File: src/rtl/eq_lock_pkg.sv
package eq_lock_pkg;

  typedef enum logic [1:0] {
    MODE_CONT    = 2'b00,
    MODE_SIGLOSS = 2'b01,
    MODE_RSTLOCK = 2'b10,
    MODE_MANUAL  = 2'b11
  } eq_mode_e;

  typedef enum logic [1:0] {
    ST_ADAPT   = 2'b00,
    ST_LOCKED  = 2'b01,
    ST_EXPIRED = 2'b10,
    ST_MANUAL  = 2'b11
  } lk_state_e;

endpackage

File: src/rtl/eq_loss_timer.sv
module eq_loss_timer #(
  parameter int LOSS_CYC = 200_000,
  localparam int CW = $clog2(LOSS_CYC + 1)
) (
  input  logic clk,
  input  logic rst,
  input  logic hold_i,
  input  logic run_i,
  output logic near_o
);

  logic [CW-1:0] cnt_q;

  always_ff @(posedge clk) begin
    if (rst)          cnt_q <= '0;
    else if (hold_i)  cnt_q <= cnt_q;
    else if (run_i)   cnt_q <= cnt_q + CW'(1);
    else              cnt_q <= '0;
  end

  assign near_o = (cnt_q == CW'(LOSS_CYC - 1));

  AST_CNT_BOUND: assert property (@(posedge clk) disable iff (rst)
    cnt_q <= CW'(LOSS_CYC)) else $error("loss counter overran");

  AST_CNT_CLEARS: assert property (@(posedge clk) disable iff (rst)
    (!rst && !hold_i && !run_i) |=> (cnt_q == '0)) else $error("counter not cleared");

endmodule

File: src/rtl/eq_lock_fsm.sv
module eq_lock_fsm
  import eq_lock_pkg::*;
(
  input  logic      clk,
  input  logic      rst,
  input  logic      frz_i,
  input  logic [1:0] mode_i,
  input  logic      lock_i,
  input  logic      sig_i,
  input  logic      near_i,
  output lk_state_e nstate_o,
  output logic      reeq_n_o,
  output logic      run_o
);

  lk_state_e state_q;
  eq_mode_e  eff_q;
  eq_mode_e  mode;

  assign mode = eq_mode_e'(mode_i);

  always_comb begin
    nstate_o = state_q;
    reeq_n_o = 1'b0;
    if (!frz_i) begin
      unique case (mode)
        MODE_CONT:   nstate_o = ST_ADAPT;
        MODE_MANUAL: nstate_o = ST_MANUAL;
        MODE_RSTLOCK: begin
          if (eff_q == MODE_CONT) begin
            nstate_o = ST_ADAPT;
            reeq_n_o = 1'b1;
          end else begin
            case (state_q)
              ST_MANUAL:             nstate_o = ST_ADAPT;
              ST_LOCKED, ST_EXPIRED: nstate_o = ST_LOCKED;
              default:               nstate_o = lock_i ? ST_LOCKED : ST_ADAPT;
            endcase
          end
        end
        MODE_SIGLOSS: begin
          case (state_q)
            ST_MANUAL: nstate_o = ST_ADAPT;
            ST_ADAPT:  nstate_o = lock_i ? ST_LOCKED : ST_ADAPT;
            ST_LOCKED: nstate_o = (!sig_i && near_i) ? ST_EXPIRED : ST_LOCKED;
            default: begin
              if (sig_i) begin
                nstate_o = ST_ADAPT;
                reeq_n_o = 1'b1;
              end
            end
          endcase
        end
      endcase
    end
  end

  assign run_o = !frz_i && (mode == MODE_SIGLOSS) && (state_q == ST_LOCKED) && !sig_i;

  always_ff @(posedge clk) begin
    if (rst) begin
      state_q <= ST_ADAPT;
      eff_q   <= mode;
    end else begin
      state_q <= nstate_o;
      if (!frz_i) eff_q <= mode;
    end
  end

  AST_LUR_HOLD: assert property (@(posedge clk) disable iff (rst)
    (!rst && !frz_i && state_q == ST_LOCKED && mode == MODE_RSTLOCK && eff_q == MODE_RSTLOCK)
    |=> (state_q == ST_LOCKED)) else $error("freeze released in restart-lock policy");

  AST_EXPIRED_WAIT: assert property (@(posedge clk) disable iff (rst)
    (!rst && !frz_i && state_q == ST_EXPIRED && mode == MODE_SIGLOSS && !sig_i)
    |=> (state_q == ST_EXPIRED)) else $error("left expired state without signal");

  AST_FRZ_HOLD: assert property (@(posedge clk) disable iff (rst)
    (!rst && frz_i) |=> (state_q == $past(state_q))) else $error("state moved under freeze pin");

endmodule

File: src/rtl/eq_out_stage.sv
module eq_out_stage
  import eq_lock_pkg::*;
(
  input  logic      clk,
  input  logic      rst,
  input  lk_state_e nstate_i,
  input  logic      reeq_n_i,
  input  logic      frz_i,
  input  logic      inv_i,
  input  logic      auto_pol_i,
  output logic      adapt_o,
  output logic      reeq_o,
  output logic      manual_o,
  output logic      pol_src_o,
  output logic      pol_o
);

  logic is_man;
  assign is_man = (nstate_i == ST_MANUAL);

  always_ff @(posedge clk) begin
    if (rst) begin
      adapt_o   <= 1'b1;
      reeq_o    <= 1'b0;
      manual_o  <= 1'b0;
      pol_src_o <= 1'b0;
      pol_o     <= 1'b0;
    end else begin
      adapt_o   <= !frz_i && (nstate_i == ST_ADAPT);
      reeq_o    <= !frz_i && reeq_n_i;
      manual_o  <= is_man;
      pol_src_o <= is_man;
      pol_o     <= is_man ? inv_i : (auto_pol_i ^ inv_i);
    end
  end

  AST_REEQ_PULSE: assert property (@(posedge clk) disable iff (rst)
    reeq_o |=> !reeq_o) else $error("restart pulse wider than one cycle");

  AST_REEQ_ADAPT: assert property (@(posedge clk) disable iff (rst)
    reeq_o |-> adapt_o) else $error("restart without adapt");

  AST_FRZ_OUT: assert property (@(posedge clk) disable iff (rst)
    (!rst && frz_i) |=> (!adapt_o && !reeq_o)) else $error("freeze pin not obeyed");

endmodule

File: src/rtl/eq_lock_ctrl.sv
module eq_lock_ctrl #(
  parameter int LOSS_CYC = 200_000
) (
  input  logic       clk,
  input  logic       rst,
  input  logic [1:0] mode_i,
  input  logic       lock_i,
  input  logic       sig_present_i,
  input  logic       freeze_pin_i,
  input  logic       inv_pin_i,
  input  logic       inv_reg_i,
  input  logic       auto_pol_i,
  output logic       adapt_o,
  output logic       reeq_o,
  output logic       manual_o,
  output logic       pol_src_o,
  output logic       pol_o
);
  import eq_lock_pkg::*;

  lk_state_e nstate;
  logic      reeq_n;
  logic      run;
  logic      near;
  logic      inv_any;

  assign inv_any = inv_pin_i | inv_reg_i;

  eq_loss_timer #(.LOSS_CYC(LOSS_CYC)) u_timer (
    .clk    (clk),
    .rst    (rst),
    .hold_i (freeze_pin_i),
    .run_i  (run),
    .near_o (near)
  );

  eq_lock_fsm u_fsm (
    .clk      (clk),
    .rst      (rst),
    .frz_i    (freeze_pin_i),
    .mode_i   (mode_i),
    .lock_i   (lock_i),
    .sig_i    (sig_present_i),
    .near_i   (near),
    .nstate_o (nstate),
    .reeq_n_o (reeq_n),
    .run_o    (run)
  );

  eq_out_stage u_out (
    .clk        (clk),
    .rst        (rst),
    .nstate_i   (nstate),
    .reeq_n_i   (reeq_n),
    .frz_i      (freeze_pin_i),
    .inv_i      (inv_any),
    .auto_pol_i (auto_pol_i),
    .adapt_o    (adapt_o),
    .reeq_o     (reeq_o),
    .manual_o   (manual_o),
    .pol_src_o  (pol_src_o),
    .pol_o      (pol_o)
  );

  AST_CONT_ADAPT: assert property (@(posedge clk) disable iff (rst)
    (!rst && !freeze_pin_i && mode_i == 2'b00) |=> adapt_o) else $error("continuous policy froze");

  AST_MAN_POL: assert property (@(posedge clk) disable iff (rst)
    (!rst && !freeze_pin_i && mode_i == 2'b11)
    |=> (manual_o && pol_src_o && !adapt_o && pol_o == $past(inv_any))) else $error("manual outputs wrong");

  AST_AUTO_POL: assert property (@(posedge clk) disable iff (rst)
    (!rst && !freeze_pin_i && mode_i != 2'b11)
    |=> (!pol_src_o && pol_o == ($past(auto_pol_i) ^ $past(inv_any)))) else $error("auto polarity wrong");

endmodule

File: config.mk
export PLATFORM = sky130hd
export DESIGN_NAME = eq_lock_ctrl
export DESIGN_NICKNAME = d
export VERILOG_FILES = /design/src/rtl/eq_lock_pkg.sv /design/src/rtl/eq_loss_timer.sv /design/src/rtl/eq_lock_fsm.sv /design/src/rtl/eq_out_stage.sv /design/src/rtl/eq_lock_ctrl.sv
export SDC_FILE = /design/constraint.sdc
export NUM_CORES = 1
export LEC_CHECK = 0
export CAP_MARGIN = 20
export CORE_MARGIN = 10
export CORE_UTILIZATION = 50
export CTS_BUF_LIST = sky130_fd_sc_hd__clkbuf_8
export DETAILED_ROUTE_END_ITERATION = 8
export HOLD_SLACK_MARGIN = 0.05
export MAX_ROUTING_LAYER = met4
export PLACE_DENSITY = 0.76
export SLEW_MARGIN = 15
export SYNTH_ARGS = -nofsm -noshare
export SYNTH_HDL_FRONTEND = slang
export SYNTH_SLANG_ARGS = --single-unit
File: constraint.sdc
create_clock -name clk -period 2.6 [get_ports clk]
set_input_delay 0.52 -clock clk [delete_from_list [all_inputs] [get_ports clk]]
set_output_delay 0.52 -clock clk [all_outputs]
set_load 0.02 [all_outputs]
==> out/qor.yml, run 1 <==
run_status:
  status: "completed"
final_layout:
  drive_gt1_share_pct: 12.4
  diodes: 0
  stdcell_area_mm2: 0.00175
  final_util_pct: 63.9
  syn2layout_area_growth_pct: 23.0
  nets: 207
worst_setup_path:
  endpoint_kind: "flip-flop"
  r2r_end: "u_out.pol_o"
  r2r_setup_slack_ns: 0.39
  r2r-start: "u_fsm.state_q[0]"
  worstSetupStartpoint: "mode_i[1]"
  crit_arrival_ns: 2.67
  path_max_fanout: 3
  cp.required_ns: 2.77
  critPathKind: "primary input to flip-flop"
  r2r_cells: 7
  start_kind: "primary input"
yosys:
  yosys.area.top_type_share_pct: 33.8
  synth_nets: 180
  yosys_warnings: 0
  async_reset_ff_share_pct: 0
  synth_enable_flop_cells: 2
  synthTopCellsByArea: "dfxtp_1, ha_1, xnor2_1, nor2_1, edfxtp_1"
  synth_cell_types: 44
  ys_top_cells_by_count: "nor2_1, dfxtp_1, xnor2_1"
  yosysMostFrequentCell: "nor2_1"
  yosys.area.top_type: "dfxtp_1"
  netlist_area_mm2: 0.00142
  syn_avg_cell_area_um2: 8.88
  ys_seq_area_share_pct: 38.0
  synth_flop_cell: "dfxtp_1"
  syn_inst: 160
  ys_ff_latch: 26
routing:
  drt_first_pass_iters: 4
  drt_iter0_drc: 69
  via_per_inst: 5.75
  vias: 1247
  top_layer_used: "met4"
  wl_met2_um: 1480
  wl_per_cell_um: 14.8
  ant_nets: 0
  drc: 0
  drt_wl_total_um: 3220
  wl_met1_um: 1490
  wl_met3_um: 167
global_route:
  antenna_found_initial: 0
  grt_max_degree: 16
  first_global_vias: 1251
  grt_usage_pct: 12.4
  grt_pass1_wl_um: 5360
  grt_overflow: 0
place:
  hpwl_um: 2490
  portBuffers: 14
  placed_area_mm2: 0.00167
  pre_cts_ws_ns: -0.212
  globalplace.congestion: 0.860
min_path:
  min_to: "u_timer.cnt_q[1]"
  hold_path_depth: 2
  hold_class: "flip-flop to flip-flop"
  hp-start: "u_timer.cnt_q[1]"
pwr:
  ir_drop_v: 0.000472
  leakagePower_uw: 0.000646
  finalPower_uw: 853
  p_per_area_mw_per_mm2: 488
sta:
  fin_worst_skew_ns: 0.00244
  hold_viol: 0
  tightest_slew_ns: 0.365
  worst_slack_ns: 0.105
  grt_setup_unrepaired: "no"
  finalMaxSlewViolations: 0
  fmaxAchievable_ghz: 0.401
  min_period_ns: 2.50
  relSlewSlack_pct: 75.4
  post-route-period-util_pct: 96.0
  finalSetupViolCount: 0
clocking:
  ctsLongestPathBuffers: 2
  htreeDepth: 1
  clk_latency_ns: 0.27
  cts-root-buf: "clkbuf_8"
  clk_pin_slew_ns: 0.09
  cts_tree: "yes"
  cts.sinks: 26
  cts_setup_buffers: 0
  cts_made_buffers: 3
flow_run:
  drv_cap: 0
floorplan:
  rows: 19
  io_pins: 15
  dieArea_mm2: 0.00538
  die_w_um: 73.3
  design.core.area_mm2: 0.00273
  start_util_pct: 52.0
  die_height_um: 73.3
-- critical path, stage by stage --
cell and delay (ns):
clkdlybuf4s50_1 0.48, inv_1 0.07, ha_1 0.20, and3b_1 0.19, a211oi_2 0.27, and4b_1 0.26
o32ai_1 0.35, mux2_4 0.33
-- metrics by stage --
step	hold WS (ns)	TNS, ns	instances
global route	0.526	0	217
floorplan	0.454	0	160
global placement	0.467	-0.146	213
CTS	0.490	0	217
detailed placement	0.476	-0.212	213
finish	0.489	0	217
-- flip-flops by register name, summed over array words and instances, names as in the netlist --
| signal | flops |
|---|---|
| u_fsm.eff_q | 2 |
| u_fsm.state_q | 2 |
| u_out.adapt_o | 1 |
| u_out.manual_o | 1 |
| u_out.pol_o | 1 |
| u_out.reeq_o | 1 |
| u_timer.cnt_q | 18 |
-- where the power goes --
group | internal, µW | switching, µW | total, µW
Combinational | 50.6 | 49.8 | 100
Clock | 206 | 132 | 338
Sequential | 410 | 4.51 | 415
-- final cells by class --
class | instances | area [µm²]
fillers | 220 | 986
multi-input cells | 121 | 833
flip-flops and latches | 26 | 541
repair buffers | 26 | 230
clock buffers | 3 | 41.3
well taps | 31 | 38.8
inverters | 9 | 33.8
clock inverters | 1 | 30.0
-- routing by layer --
metal,global-route usage [%],up-vias
met5,-,-
met4,5.38,0
met3,3.10,12
met2,20.0,38
met1,14.3,578
li1,-,619
-- how the worst max path moves through the flow --
stage                  endpoint  slack, ns  cells past startpoint
finish              u_out.pol_o       0.10                      8
detailed placement  u_out.pol_o      -0.21                      8
floorplan           u_out.pol_o       0.37                      7
global placement    u_out.pol_o      -0.15                      8
CTS                 u_out.pol_o       0.03                      8
global route        u_out.pol_o       0.08                      8
-- cell families (layout without fill, tap and decap cells) --
logic type,Yosys count,count (layout),share of synthesized area [%]
adder cells (fa/ha/maj),10,10,8.80
flip-flops,26,26,38.0
AO/OA/AOI/OAI,21,21,10.4
buffers and inverters,13,39,3.70
XOR/XNOR,15,15,9.24
AND/OR/NAND/NOR,73,73,28.0
multiplexers,2,2,1.85
-- layout by cell type, fill, tap and decap left out, drive strengths merged, types with 6 or more instances in the layout --
master and instances:
nor2 26, dfxtp 24, clkdlybuf4s50 14, xnor2 12
buf 12, ha 10, inv 9, nand2 9
nand3 7, nor3 7, a21oi 6
-- repair_timing --
item | 4_1_cts | 5_1_grt
hold buffers | 0 | 0
setup endpoints to repair | 0 | 1
gates resized for setup | 0 | 1
Power figures use the tool's default switching activity.
==> run 2, diff against run 1 <==
- SKIP_CTS_REPAIR_TIMING: not set -> 1
==> results of run 2 <==
Final layout, timing and power as in run 1 (identical DEF).
